## config.mk

```make
export PLATFORM = sky130hd
export DESIGN_NAME = gpio_cfg_bank
export DESIGN_NICKNAME = d
export VERILOG_FILES = /design/src/rtl/gcfg_pkg.sv /design/src/rtl/gcfg_sync.sv /design/src/rtl/gcfg_port_cell.sv /design/src/rtl/gpio_cfg_bank.sv
export SDC_FILE = /design/constraint.sdc
export NUM_CORES = 1
export LEC_CHECK = 0
export BUFFER_PORTS_ARGS = -buffer_cell sky130_fd_sc_hd__buf_4
export CELL_PAD_IN_SITES_DETAIL_PLACEMENT = 1
export CELL_PAD_IN_SITES_GLOBAL_PLACEMENT = 1
export CORE_ASPECT_RATIO = 0.8
export CORE_UTILIZATION = 40
export CTS_CLUSTER_DIAMETER = 100
export CTS_CLUSTER_SIZE = 20
export DETAILED_ROUTE_END_ITERATION = 10
export PLACE_DENSITY = 0.77
export RECOVER_POWER = 100
export SLEW_MARGIN = 10
export SYNTH_ARGS = -nofsm -noshare
export SYNTH_HDL_FRONTEND = slang
export SYNTH_HIERARCHICAL = 1
export SYNTH_SLANG_ARGS = --single-unit
```

## constraint.sdc

```tcl
create_clock -name clk -period 2.6 [get_ports clk]
set_clock_uncertainty 0.2 [all_clocks]
set_input_delay 0.26 -clock clk [delete_from_list [all_inputs] [get_ports clk]]
set_output_delay 0.26 -clock clk [all_outputs]
set_load 0.03 [all_outputs]
```

## src/rtl/gcfg_pkg.sv

```systemverilog
package gcfg_pkg;

   typedef enum logic [1:0] {
      PM_RSVD = 2'b00,
      PM_OUT  = 2'b01,
      PM_IN   = 2'b10,
      PM_PULL = 2'b11
   } pmode_t;

   localparam int MODE_BITS     = 2;
   localparam int PORTS_PER_REG = 8 / MODE_BITS;

endpackage

```

## src/rtl/gcfg_sync.sv

```systemverilog
module gcfg_sync #(
   parameter int WIDTH  = 28,
   parameter int STAGES = 2
) (
   input  logic             clk,
   input  logic             rst_n,
   input  logic [WIDTH-1:0] d,
   output logic [WIDTH-1:0] q
);

   if (STAGES < 0) begin : g_bad_stages
      $error("gcfg_sync: STAGES must not be negative");
   end

   if (STAGES == 0) begin : g_direct
      assign q = d;
   end else begin : g_chain
      logic [WIDTH-1:0] st [STAGES];
      always_ff @(posedge clk or negedge rst_n) begin
         if (!rst_n) begin
            for (int i = 0; i < STAGES; i++) st[i] <= '0;
         end else begin
            st[0] <= d;
            for (int i = 1; i < STAGES; i++) st[i] <= st[i-1];
         end
      end
      assign q = st[STAGES-1];
   end

endmodule

```

## src/rtl/gcfg_port_cell.sv

```systemverilog
module gcfg_port_cell
   import gcfg_pkg::*;
(
   input  logic   clk,
   input  logic   rst_n,
   input  logic   data_we,
   input  logic   wbit,
   input  pmode_t mode,
   input  logic   pin_lvl,
   output logic   oe,
   output logic   out,
   output logic   pu,
   output logic   rd_bit,
   output logic   rsvd
);

   logic data_q;

   always_ff @(posedge clk or negedge rst_n) begin
      if (!rst_n)       data_q <= 1'b0;
      else if (data_we) data_q <= wbit;
   end

   always_comb begin
      oe   = 1'b0;
      pu   = 1'b0;
      rsvd = 1'b0;
      unique case (mode)
         PM_OUT:  oe   = 1'b1;
         PM_PULL: pu   = 1'b1;
         PM_IN:   ;
         PM_RSVD: rsvd = 1'b1;
         default: ;
      endcase
      out    = oe & data_q;
      rd_bit = oe ? data_q : pin_lvl;
   end

   assert_drive_excludes_pull_R5: assert property (@(posedge clk) disable iff (!rst_n)
      !(oe && pu));

   assert_level_only_when_driving_R3: assert property (@(posedge clk) disable iff (!rst_n)
      out |-> oe);

   assert_stored_bit_driven_R7: assert property (@(posedge clk) disable iff (!rst_n)
      (data_we && mode == PM_OUT) |=> (mode != PM_OUT || out == $past(wbit)));

endmodule

```

## src/rtl/gpio_cfg_bank.sv

```systemverilog
module gpio_cfg_bank
   import gcfg_pkg::*;
#(
   parameter int NUM_PORTS   = 28,
   parameter int FIRST_PORT  = 4,
   parameter int CFG_FIRST   = 9,
   parameter int DATA_BASE   = 32,
   parameter int SYNC_STAGES = 2
) (
   input  logic                 clk,
   input  logic                 rst_n,
   input  logic                 wr_en,
   input  logic                 rd_en,
   input  logic [7:0]           addr,
   input  logic [7:0]           wdata,
   output logic [7:0]           rdata,
   input  logic [NUM_PORTS-1:0] pin_in,
   output logic [NUM_PORTS-1:0] pin_oe,
   output logic [NUM_PORTS-1:0] pin_out,
   output logic [NUM_PORTS-1:0] pin_pu,
   output logic                 rsvd_mode
);

   localparam int NUM_REGS   = NUM_PORTS / PORTS_PER_REG;
   localparam int CFG_LAST   = CFG_FIRST + NUM_REGS - 1;
   localparam int DATA_FIRST = DATA_BASE + FIRST_PORT;
   localparam int DATA_LAST  = DATA_FIRST + NUM_PORTS - 1;

   if (NUM_PORTS % PORTS_PER_REG != 0 || NUM_PORTS < PORTS_PER_REG) begin : g_bad_ports
      $error("gpio_cfg_bank: NUM_PORTS must be a positive multiple of four");
   end
   if (FIRST_PORT % PORTS_PER_REG != 0) begin : g_bad_first
      $error("gpio_cfg_bank: FIRST_PORT must be a multiple of four");
   end
   if (CFG_FIRST < 1 || CFG_LAST >= DATA_FIRST || DATA_LAST > 255) begin : g_bad_map
      $error("gpio_cfg_bank: address ranges overlap or exceed 8 bits");
   end

   logic [7:0]           cfg_q [NUM_REGS];
   logic [NUM_PORTS-1:0] pin_sync;
   logic [NUM_PORTS-1:0] rd_bit;
   logic [NUM_PORTS-1:0] rsvd;
   logic [7:0]           rd_mux;
   logic [7:0]           rdata_q;

   gcfg_sync #(.WIDTH(NUM_PORTS), .STAGES(SYNC_STAGES)) u_sync (
      .clk   (clk),
      .rst_n (rst_n),
      .d     (pin_in),
      .q     (pin_sync)
   );

   for (genvar r = 0; r < NUM_REGS; r++) begin : g_cfg
      localparam logic [7:0] REG_ADDR = 8'(CFG_FIRST + r);
      always_ff @(posedge clk or negedge rst_n) begin
         if (!rst_n)                             cfg_q[r] <= 8'hFF;
         else if (wr_en && addr == REG_ADDR)     cfg_q[r] <= wdata;
      end
   end

   for (genvar p = 0; p < NUM_PORTS; p++) begin : g_port
      localparam logic [7:0] DAT_ADDR = 8'(DATA_FIRST + p);
      localparam int         REG      = p / PORTS_PER_REG;
      localparam int         LSB      = MODE_BITS * (p % PORTS_PER_REG);
      pmode_t mode;
      assign mode = pmode_t'(cfg_q[REG][LSB +: MODE_BITS]);

      gcfg_port_cell u_cell (
         .clk     (clk),
         .rst_n   (rst_n),
         .data_we (wr_en && addr == DAT_ADDR),
         .wbit    (wdata[0]),
         .mode    (mode),
         .pin_lvl (pin_sync[p]),
         .oe      (pin_oe[p]),
         .out     (pin_out[p]),
         .pu      (pin_pu[p]),
         .rd_bit  (rd_bit[p]),
         .rsvd    (rsvd[p])
      );
   end

   assign rsvd_mode = |rsvd;

   always_comb begin
      rd_mux = 8'h00;
      for (int r = 0; r < NUM_REGS; r++) begin
         if (addr == 8'(CFG_FIRST + r)) rd_mux = cfg_q[r];
      end
      for (int p = 0; p < NUM_PORTS; p++) begin
         if (addr == 8'(DATA_FIRST + p)) rd_mux = {7'b0, rd_bit[p]};
      end
   end

   always_ff @(posedge clk or negedge rst_n) begin
      if (!rst_n) rdata_q <= 8'h00;
      else        rdata_q <= rd_en ? rd_mux : 8'h00;
   end

   assign rdata = rdata_q;

   assert_reset_no_drive_R1: assert property (@(posedge clk) disable iff (!rst_n)
      $rose(rst_n) |-> (pin_oe == '0 && pin_pu == '1 && !rsvd_mode));

   assert_rsvd_needs_write_R6: assert property (@(posedge clk) disable iff (!rst_n)
      $rose(rsvd_mode) |-> $past(wr_en));

   assert_idle_rdata_zero_R8: assert property (@(posedge clk) disable iff (!rst_n)
      !$past(rd_en) |-> rdata == 8'h00);

   assert_quiet_without_write_R9: assert property (@(posedge clk) disable iff (!rst_n)
      !wr_en |=> ($stable(pin_oe) && $stable(pin_pu) && $stable(pin_out) && $stable(rsvd_mode)));

endmodule

```

Word-level counts from Yosys, hierarchy flattened
Index checks and enable logic that the tools add are counted.

operators by class
  bitwise operators = 28
  muxes and demuxes = 148
  equality and inequality tests = 91
  reductions and logical operators = 64

operators with widths
  operator            count
  $mux 8              36
  $eq 8x6->1 const B  28
  $mux 1              112
  $eq 2x1->1 const B  28
  $eq 2x2->1 const B  28
  $eq 8x4->1 const B  7
  $logic_not 2->1     28
  $logic_and 1x1->1   35
  $and 1x1->1         28
  $reduce_or 28->1    1

storage, ports and cells
  output and inout port bits = 93
  register bits = 148

Longest topological paths before layout
Gate-level depths: netlist (run 1).

  word-level depth = 37
  gate-level depth with buffers = 9
  depth with buffers taken out = 8

Modules after synthesis
Netlist (run 1), hierarchy kept.

by module, submodules not included
  module          cells an instance  times used  seq. area each (um^2)  area each (um^2)
  gpio_cfg_bank   340                1           1671.6                 3651.0
  gcfg_port_cell  7                  28          25.0                   83.8
  gcfg_sync       84                 1           1401.3                 1611.5

Worst setup path after synthesis (run 1)
No wires, ideal clock.

  path type = register to register
  start point = register cfg_q[50] in the netlist's numbering
  end point = register rdata_q[0] (netlist: rdata[0])
  library setup time = 0.129 ns
  data arrival time = 1.935 ns
  path slack = 0.336 ns
  stages on the path, launching flop included = 9
  period minus slack after synthesis = 2.264 ns
  cells stage by stage = dfstp_2 -> nor2b_4 -> mux2_4 -> and2_0 -> a211o_1 -> a21oi_1 -> o21ai_0 -> o211ai_1 -> nand3_1

on the way
  word-level cells in the longest chain between the ends = 31

RTL lines
  element                           line                  text
  start: declaration                gpio_cfg_bank.sv:39   logic [7:0] cfg_q [NUM_REGS];
  start signal: indexed assignment  gpio_cfg_bank.sv:57   else if (wr_en && addr == REG_ADDR) cfg_q[r] <= wdata;
  $eq 2x1->1                        gcfg_port_cell.sv:28  unique case (mode)
  $mux 1                            gcfg_port_cell.sv:28
  net pin_oe[1]                     gpio_cfg_bank.sv:18   output logic [NUM_PORTS-1:0] pin_oe,
  $mux 1                            gcfg_port_cell.sv:36  rd_bit = oe ? data_q : pin_lvl;
  net rd_bit[1]                     gpio_cfg_bank.sv:41   logic [NUM_PORTS-1:0] rd_bit;
  $mux 8 (27 in a row)              gpio_cfg_bank.sv:91   if (addr == 8'(DATA_FIRST + p)) rd_mux = {7'b0, rd_bit[p]};
  $mux 8                            gpio_cfg_bank.sv:97   else rdata_q <= rd_en ? rd_mux : 8'h00;
  end signal: assignment            gpio_cfg_bank.sv:97
  end: declaration                  gpio_cfg_bank.sv:44   logic [7:0] rdata_q;

The timed path passes the listed nets, and every way through them passes these cells.
A chain may end at the register's enable or synchronous reset.

Worst setup path after layout (run 1)
  start point = register cfg_q[44] in the netlist's numbering
  end point = register rdata_q[0] (netlist: rdata[0])

on the way
  word-level cells in the longest chain between the ends = 26

RTL lines
  element               line
  $eq 2x1->1            gcfg_port_cell.sv:28
  $mux 1                gcfg_port_cell.sv:28
  $mux 1                gcfg_port_cell.sv:36
  net rd_bit[6]         gpio_cfg_bank.sv:41
  $mux 8 (22 in a row)  gpio_cfg_bank.sv:91
  $mux 8                gpio_cfg_bank.sv:97

The timed path passes the listed nets, and every way through them passes these cells.

==> results of run 1 <==
[cell type report]
cell class / instances / area, sq um / area share
sequential: 148 / 3770 / 0.400
multi-input combinational: 420 / 3290 / 0.348
timing repair buffer: 190 / 1440 / 0.152
clock buffer: 20 / 447 / 0.0473
tap: 253 / 317 / 0.0335
clock inverter: 12 / 153 / 0.0162
inverter: 6 / 22.5 / 0.00239
antenna: 1 / 2.50 / 0.000265
[critical path, cell delays in order, from the launching register on]
cell and delay [ns]:
dfstp_2 0.57, nor2b_1 0.57, mux2_4 0.36, nor2_1 0.09, o211ai_1 0.09, a21oi_1 0.25, nor3_1 0.07, o211ai_1 0.09
nand3_1 0.09
[routing by layer]
| layer | global-route usage | wire length [um] | vias to the layer above | share of wire |
|---|---|---|---|---|
| met5 | 0 | 0 | - | 0 |
| met4 | 0.0946 | 669 | 0 | 0.028 |
| met3 | 0.0659 | 1570 | 38 | 0.066 |
| met2 | 0.387 | 10900 | 266 | 0.46 |
| met1 | 0.341 | 10500 | 2868 | 0.44 |
| li1 | - | - | 2478 | - |
[power breakdown]
group	internal [uW]	leakage, uW	total, uW	switching [uW]
clock network	1530	0.000283	2540	1000
logic	271	0.00220	611	339
registers	2430	0.00174	2530	96.0
[how the worst max path moves through the flow]
stage,end,depth (start not counted),start,slack (ns)
after floorplan,rdata[0],8,cfg_q[50],0.34
after global placement,rdata[0],8,cfg_q[30],0.26
after detailed placement,rdata[0],8,cfg_q[30],0.21
after CTS,rsvd_mode,5,cfg_q[49],0.17
after global routing,rdata[0],7,cfg_q[26],0.03
final,rdata[0],8,cfg_q[44],0.11
[registers in the layout, indices dropped and copies added, names as in the netlist]
name and flops:
cfg_q 56, u_sync/g_chain.st 28, g_port.u_cell/data_q 28, u_sync/q 28, rdata 8
[through the flow]
step | power (uW) | cell area, sq um | utilization
3_5_place_dp | 3190 | 8800 | 0.479
2_1_floorplan | 2920 | 7610 | -
5_1_grt | 5850 | 9440 | 0.513
4_1_cts | 5770 | 9760 | 0.531
6_report | 5680 | 9440 | 0.513
3_3_place_gp | 3160 | 8800 | 0.479
[placed cells by master, fill, tap and decap left out, types with 4 or more instances in the layout]
cell           instances
nor2b_4                5
a21boi_0               5
mux2_2                85
inv_1                  5
dfrtp_1               92
mux2i_1                5
clkbuf_16             17
a22o_1                 5
buf_4                102
nand2_1               22
nand3_1               10
mux2_4                28
nor4_1                 7
clkbuf_1              21
o21ai_0               18
dfstp_1               39
clkinvlp_4             4
a222oi_1               6
a221oi_1               7
a21oi_1               12
clkbuf_4              28
dfstp_2               17
dlygate4sd3_1         36
nor3_1                12
nor2_1                68
nor2b_1               26
and2_2                56
[cell families (layout without fill, tap and decap cells)]
| family | Yosys count | after routing |
|---|---|---|
| AO/OA/AOI/OAI | 72 | 72 |
| buffers and inverters | 52 | 228 |
| flip-flops | 148 | 148 |
| multiplexers | 120 | 120 |
| other | 0 | 1 |
| AND/OR/NAND/NOR | 228 | 228 |
[what timing repair did]
item,CTS,global route
hold buffers,36,0
endpoints found under the hold margin,131,0
endpoints found under the setup margin,0,0
==> run_results.csv, run 1 <==
group,metric,value,unit
synth,synth_top_area_frac,0.303,
synth,synth-compound-area-share,0.0669,
synth,synth_xor_xnor_area_share,0,
synth,ys.flop_type,"dfrtp_1",
detailed_routing,dr.first_iter.drc_count,416,
sta,fmax,401,MHz
sta,maxSlewHeadroom,0.0267,
synth,syn_area,7610,sq um
clocking,cts_max_path_buffers,2,
sta,tightestPinTransition,1.46,ns
pwr,powerDensity,602,nW/um^2
clocking,ctsResizeCount,0,
critical_path,worst_ep_required_time,2.71,ns
die,start_util,0.414,
synth,synth_top_cell_by_area,"dfrtp_1",
critical_path,r2r_cells,8,
finish,final_layout_size_suffix_gt1_frac,0.456,
clocking,clk_latency,0.43,ns
synth,ys_top_cells_by_area,"dfrtp_1 30%, dfstp_2 19%, mux2_2 13%",
run,drv_cap,0,
synth,syn_inst,620,
critical_path,crit_type,"reg -> reg",
global_route,grt.total_usage,0.252,
detailed_routing,ant_nets,0,
synth,synth_cell_type_count,56,
clocking,htree_num_levels,4,
synth,synth_edf_count,0,
synth,synth_seq_cells,148,
placed_design,gp_congestion,0.955,
synth,yosys.area_share.simple,0.203,
placed_design,dp.cells,981,
die,num_rows,44,
die,core_area,18400,sq um
finish,area_growth,24.0,%
sta,setup_viol,0,
synth,synth_top_family_by_area,"simple AND/OR/NAND/NOR gates",
clocking,cts-root-buf,"clkbuf_16",
synth,synth_commonest_cells,"92 x dfrtp_1, 85 x mux2_2, 65 x nor2_1",
global_route,grt_overflow,0,
clocking,cts.sinks,148,
synth,yosys.area_share.adder,0,
placed_design,port-buffer-count,140,
detailed_routing,num_vias,5650,
sta,hold_viol_final,0,
critical_path,crit_path_end_kind,"register",
critical_path,rrSetupSlack,0.11,ns
synth,avgSynthCellArea,12.3,sq um
detailed_routing,drc,0,
die,die_area,19600,sq um
sta,final_max_slew_viol_count,0,
detailed_routing,drt-wirelength-per-cell,22.5,um
synth,yosysWarnings,6,
clocking,clk_pin_slew_worst_paths,0.06,ns
finish,fillCellCount,1958,
global_route,grt_pass1_vias,6049,
placed_design,pre_cts_ws,0.214,ns
detailed_routing,vias_per_cell,5.38,
sta,setup_slack,0.106,ns
critical_path,timing.rr.start,"cfg_q[44]",
pwr,peakVddDrop,0.405,mV
sta,min_period_over_period,0.959,
global_route,grt_pass1_wl,36.3,mm
clocking,cts_tree,"done",
synth,synth_mux_area_frac,0.193,
global_route,antenna_found_initial,1,
finish,finalNonFillerCells,1050,
synth,seq_area_frac_synth,0.496,
hold_path,hold_depth,5,
sta,fin_setup_tns,0,ns
hold_path,min_path_type,"in -> reg",
critical_path,r2r_end,"rdata[0]",
sta,period_needed,2.49,ns
placed_design,dpl.hpwl,17.1,mm
pwr,power.leakage,0.00422,uW
outcome,status,"completed",
detailed_routing,firstDrtPassIters,5,
clocking,post-cts-setup-buffers,0,
synth,synth_most_common_cell,"dfrtp_1",
sta,holdWs,0.0939,ns
critical_path,cp_max_fo,5,
hold_path,min_to,"rdata[0]",
die,die_w,156,um
critical_path,cp.arrival,2.61,ns
clocking,cts_buffers,17,
synth,syn_nets,668,
finish,fin_nets,831,
sta,rsz0062_at_grt,"no",
hold_path,hp-start,"rd_en",
die,die_h,125,um
critical_path,startpoint_type,"register",
global_route,grt_max_degree,59,
detailed_routing,wirelength,23.6,mm
synth,async_flop_share,1.00,
die,io_pins,141,
Note: power is estimated with default switching activity, not from simulation.
==> run 2, diff against run 1 <==
ABC_AREA = 1   (was default)
PLACE_DENSITY = 0.83   (was 0.77)
==> run 2 against run 1 <==
The run now ends with setup timing left. Design area up 0.66%. Synthesized cell count up 47%. Worst setup slack worse by 0.33 ns. Clock power down 9.1%. Sequential power up 2%. Global-route usage up 4.2 points. Final cell count up 30%. Critical endpoint unchanged. Flip-flop and latch count unchanged. Synthesized area down 6.0%. Critical path depth up 14.
==> run_results.csv, run 2 <==
group,metric,value,unit
critical_path,crit_path_end_kind,"register",
sta,period_needed,2.83,ns
die,die_w,152,um
finish,final_layout_size_suffix_gt1_frac,0.250,
clocking,clk_pin_slew_worst_paths,0.06,ns
critical_path,cp_max_fo,2,
detailed_routing,num_vias,6929,
global_route,antenna_found_initial,0,
placed_design,pre_cts_ws,-0.225,ns
detailed_routing,dr.first_iter.drc_count,343,
critical_path,path_buf_inv,2,
critical_path,crit_type,"reg -> reg",
die,die_h,122,um
placed_design,port-buffer-count,140,
run,drv_cap,0,
global_route,grt_pass1_vias,7169,
synth,ys.flop_type,"dfrtp_1",
finish,mostFrequentLayoutCells,"249 x nand2_1, 175 x inv_1, 142 x buf_4, 92 x dfrtp_1, 86 x o21ai_0",
synth,syn_nets,957,
finish,final_util,0.545,
pwr,peakVddDrop,0.486,mV
pwr,power.leakage,0.00505,uW
synth,synth_cell_type_count,29,
outcome,status,"finished with violations",
synth,synth_top_cell_by_area,"dfrtp_1",
critical_path,slowest_delay,0.55,ns
synth,syn_inst,909,
finish,final_common_cell,"nand2_1",
critical_path,cpMaxStageDelayCell,"dfstp_2",
finish,final_area,9500,sq um
critical_path,path_common_cell,"nand2_1",
critical_path,worst_ep_required_time,2.73,ns
synth,synth_top_area_frac,0.322,
detailed_routing,firstDrtPassIters,5,
synth,synth_most_common_cell,"nand2_1",
synth,seq_area_frac_synth,0.527,
critical_path,critical-path-top-delay-family,"simple AND/OR/NAND/NOR gates",
clocking,htree_num_levels,4,
hold_path,min_path_type,"in -> reg",
sta,min_period_over_period,1.09,
critical_path,crit_chain,"inv_2, nand3_2, nand2_1, or4_1, nand2_1, nand2_1, nand2_1, nand4_1, nand2_1, nand4_1, nor2_1, nand3_1, nand2_1, nand3_1, nand2_1, nand4_1, nand2_1, nand4_1, nor2_1, nand3_1, nand2_1, inv_1",
synth,synth_edf_count,0,
finish,largest_reg_flops,56,
global_route,grt_max_degree,70,
synth,synth_commonest_cells,"250 x nand2_1, 172 x inv_1, 92 x dfrtp_1",
synth,syn_area,7150,sq um
finish,area_growth,32.8,%
finish,seqCellArea,3770,sq um
critical_path,cp.arrival,2.95,ns
synth,ys_top_cells_by_area,"dfrtp_1 32%, dfstp_2 21%, nand2_1 13%",
detailed_routing,vias_per_cell,5.08,
detailed_routing,ant_nets,0,
placed_design,gp_congestion,0.903,
sta,tightestPinTransition,0.997,ns
clocking,cts_buffers,17,
placed_design,dpl.hpwl,18.9,mm
detailed_routing,drt-wirelength-per-cell,18.8,um
outcome,violations,"setup timing",
finish,fin_nets,1172,
detailed_routing,wirelength,25.6,mm
pwr,powerDensity,584,nW/um^2
placed_design,dpl_cell_area,8740,sq um
die,io_pins,141,
synth,avgSynthCellArea,7.87,sq um
sta,hold_viol_final,0,
sta,setup_viol,2,
finish,multiInputGateArea,2440,sq um
sta,final_max_slew_viol_count,0,
synth,async_flop_share,1.00,
global_route,grt.total_usage,0.294,
clocking,cts_max_path_buffers,2,
clocking,cts.sinks,148,
synth,yosysWarnings,6,
die,die_area,18400,sq um
global_route,grt_pass1_wl,39.4,mm
sta,fmax,354,MHz
finish,fillCellCount,2173,
clocking,cts-root-buf,"clkbuf_16",
finish,top_register,"cfg_q",
die,start_util,0.410,
sta,rsz0062_at_grt,"yes",
die,num_rows,43,
detailed_routing,drc,0,
sta,maxSlewHeadroom,0.335,
clocking,clk_latency,0.44,ns
synth,synth_seq_cells,148,
sta,setup_slack,-0.227,ns
die,core_area,17400,sq um
global_route,grt_overflow,0,
clocking,cts_tree,"done",
critical_path,startpoint_type,"register",
## run 2: worst reg2reg max path, delay by kind of cell, from the launching register on
kind / cells / cell delay, ns
buf+inv: 2 / 0.09
flops: 1 / 0.55
simple gates: 20 / 1.90
## run 2: cells by family after synthesis
logic type | synth area share
DFF | 0.527
AOI/OAI and AO/OA | 0.0867
buffers and inverters | 0.134
and+or+nand+nor | 0.252
## run 2: metrics by stage
step	cells	TNS, ns	total power, uW	hold slack, ns
floorplan	909	0	2890	-0.236
global placement	1300	-0.107	3210	-0.0109
detailed placement	1300	-0.225	3240	-0.00635
CTS	1361	-0.220	5590	0.0151
global route	1362	-0.628	5750	0.0362
finish	1363	-0.228	5550	0.0245
## run 2: power by group
part	leakage, uW	switching [uW]	internal, uW
combinational	0.00320	424	245
clock	0.000246	992	1320
sequential	0.00161	115	2460
## run 2: final cells by class
cell class	instances	area share
tap	225	0.0296
inverter	189	0.0747
timing repair buffer	234	0.184
clock buffer	21	0.0464
sequential	148	0.397
multi-input combinational	534	0.257
clock inverter	11	0.0112
antenna	1	0.000263
## run 2: metal layers
metal	vias to the layer above	track usage	part of all wire
met4	0	0.0842	0.014
li1	3217	-	-
met5	-	0	0
met3	28	0.0798	0.076
met1	3439	0.399	0.45
met2	245	0.462	0.46
## run 2: final timing paths
check,slack [ns],to,startpoint,depth (start not counted)
max,-0.23,rdata[0],cfg_q[49],22
min,0.02,g_port[18].u_cell/data_q,wdata[0],3
max reg2reg,-0.23,rdata[0],cfg_q[49],22
min reg2reg,0.15,u_sync/q[18],u_sync/g_chain.st[46],0
max in group asynchronous,0.31,g_port[15].u_cell/data_q,rst_n,3
min in group asynchronous,0.32,g_port[22].u_cell/data_q,rst_n,2
## run 2: repair_timing
| action | in CTS | in global routing |
|---|---|---|
| buffers inserted | 0 | 1 |
| gates resized for setup | 2 | 10 |
| endpoints found under the hold margin | 132 | 0 |
| hold buffers | 29 | 0 |
| setup endpoints to repair | 2 | 2 |
| pin swaps | 0 | 7 |
==> run 3, diff against run 2 <==
CELL_PAD_IN_SITES_DETAIL_PLACEMENT = 0   (was 1)
==> run 3 against run 2 <==
The flow still finishes with violations (setup timing). Critical path depth unchanged. Worst hold slack lost 0.0059 ns. Design area shrank 1.7%. First-iteration DRC count up 37%. Largest cell class unchanged.
==> run_results.csv, run 3 (synthesis gave the netlist of run 2 again) <==
group,metric,value,unit
sta,tightestPinTransition,0.977,ns
finish,final_common_cell,"nand2_1",
sta,rsz0062_at_grt,"yes",
pwr,swShare,0.253,
sta,setup_viol,2,
pwr,clkPwrFrac,0.449,
finish,final_util,0.536,
critical_path,worst_ep_required_time,2.72,ns
clocking,cts.sinks,148,
sta,period_needed,2.84,ns
global_route,grt_pass1_wl,34.0,mm
clocking,cts-root-buf,"clkbuf_16",
global_route,grt_pass1_vias,6135,
pwr,p_comb_frac,0.106,
pwr,internal_power,4300,uW
run,drv_cap,0,
critical_path,crit_path_end_kind,"register",
critical_path,critical-path-top-delay-family,"simple AND/OR/NAND/NOR gates",
detailed_routing,wirelength,22.4,mm
die,die_area,18400,sq um
clocking,cts_buffers,17,
placed_design,pre_cts_ws,-0.234,ns
sta,min_period_over_period,1.09,
finish,area_growth,30.5,%
pwr,power.leakage,0.00487,uW
critical_path,slowest_delay,0.54,ns
finish,mostFrequentLayoutCells,"249 x nand2_1, 175 x inv_1, 92 x dfrtp_1, 91 x buf_4, 86 x o21ai_0",
die,io_pins,141,
pwr,peakVddDrop,0.452,mV
detailed_routing,firstDrtPassIters,7,
die,die_h,122,um
finish,fin_nets,1172,
detailed_routing,dr.first_iter.drc_count,469,
global_route,grt.total_usage,0.254,
placed_design,gp_congestion,0.903,
die,start_util,0.410,
pwr,total_power,5760,uW
sta,fmax,353,MHz
detailed_routing,ant_nets,0,
critical_path,cpMaxStageDelayCell,"dfstp_2",
critical_path,crit_chain,"nand2_2, nand2_1, nand2_1, or4_1, nand2_1, nand2_1, nand2_1, nand4_1, nand2_1, nand4_1, nor2_1, nand3_1, nand2_1, nand3_1, nand2_1, nand4_1, nand2_1, nand4_1, nor2_1, nand3_1, nand2_1, inv_1",
outcome,status,"finished with violations",
clocking,htree_num_levels,4,
global_route,grt_overflow,0,
placed_design,dp.cells,1300,
clocking,cts_tree,"done",
global_route,antenna_found_initial,0,
sta,maxSlewHeadroom,0.349,
pwr,seqPwrFrac,0.444,
sta,setup_slack,-0.236,ns
critical_path,cp.arrival,2.96,ns
die,num_rows,43,
die,core_area,17400,sq um
finish,top_register,"cfg_q",
clocking,clk_latency,0.43,ns
finish,largest_reg_flops,56,
clocking,cts_max_path_buffers,2,
finish,fillCellCount,1778,
die,die_w,152,um
sta,hold_viol_final,0,
hold_path,min_path_type,"in -> reg",
critical_path,cp_max_fo,2,
pwr,powerDensity,616,nW/um^2
critical_path,crit_type,"reg -> reg",
detailed_routing,vias_per_cell,4.86,
detailed_routing,drt-wirelength-per-cell,16.5,um
sta,final_max_slew_viol_count,0,
critical_path,path_buf_inv,1,
placed_design,dpl.hpwl,16.8,mm
outcome,violations,"setup timing",
global_route,grt_max_degree,70,
detailed_routing,num_vias,6618,
critical_path,startpoint_type,"register",
finish,final_layout_size_suffix_gt1_frac,0.185,
clocking,clk_pin_slew_worst_paths,0.06,ns
finish,final_area,9340,sq um
finish,n_antenna_cell,0,
placed_design,port-buffer-count,140,
detailed_routing,drc,0,
placed_design,dpl_cell_area,8740,sq um
finish,finalNonFillerCells,1362,
critical_path,path_common_cell,"nand2_1",
pwr,p_switching,1460,uW
-- run 3: cell types whose count changed in the layout (fill, tap and decap cells not counted), sizes merged --
cell	before	now
bufinv	1	2
diode	1	0
clkbuf	81	140
clkinvlp	6	0
buf	145	91
-- run 3: per-layer routing --
| layer | GRT usage | wire length (um) | vias up |
|---|---|---|---|
| met4 | 0.0631 | 245 | 0 |
| met3 | 0.0599 | 1710 | 21 |
| met1 | 0.384 | 10900 | 3128 |
| met5 | 0 | 0 | - |
| met2 | 0.365 | 9550 | 251 |
| li1 | - | - | 3218 |
-- run 3: path summary, 6_finish.rpt --
path                                        from                       end  slack, ns  cells after the start
setup / recovery                       cfg_q[48]                  rdata[0]      -0.24                     22
hold / removal                          wdata[0]  g_port[17].u_cell/data_q       0.02                      3
setup reg to reg                       cfg_q[48]                  rdata[0]      -0.24                     22
hold reg to reg            u_sync/g_chain.st[30]               u_sync/q[2]       0.14                      0
max in group asynchronous                  rst_n     u_sync/g_chain.st[42]       0.34                      3
min in group asynchronous                  rst_n  g_port[22].u_cell/data_q       0.33                      2
-- run 3: power by group through the flow --
stage               combinational, uW  sequential, uW  clock (uW)
detailed placement                617            2600           0
global placement                  610            2600           0
finish                            611            2560        2590
global route                      677            2570        2710
floorplan                         324            2570           0
CTS                               657            2570        2620
-- run 3: worst register-to-register path: cells and delay by family, from the launching register on --
family,cells,cell delay (ns)
and+or+nand+nor,21,1.94
DFF,1,0.54
buffers and inverters,1,0.04
-- run 3: area by class of cell --
class,instances,area [sq um],area share
repair buffers,234,1540,0.164
flip-flops and latches,148,3770,0.404
clock buffers,26,542,0.0580
well taps,225,282,0.0301
multi-input cells,534,2410,0.258
clock inverters,6,87.6,0.00938
inverters,189,709,0.0760
-- run 3: stage by stage --
stage / setup TNS [ns] / hold slack (ns)
CTS: -0.196 / 0.0143
floorplan: 0 / -0.236
finish: -0.317 / 0.0186
detailed placement: -0.234 / -0.0110
global placement: -0.107 / -0.0109
global route: -0.778 / 0.0327
-- run 3: what timing repair did --
action,in CTS,in global routing
endpoints found under the setup margin,2,1
setup buffers,0,1
endpoints found under the hold margin,134,0
hold buffers,29,0
pin swaps,1,14
gates resized for setup,2,2
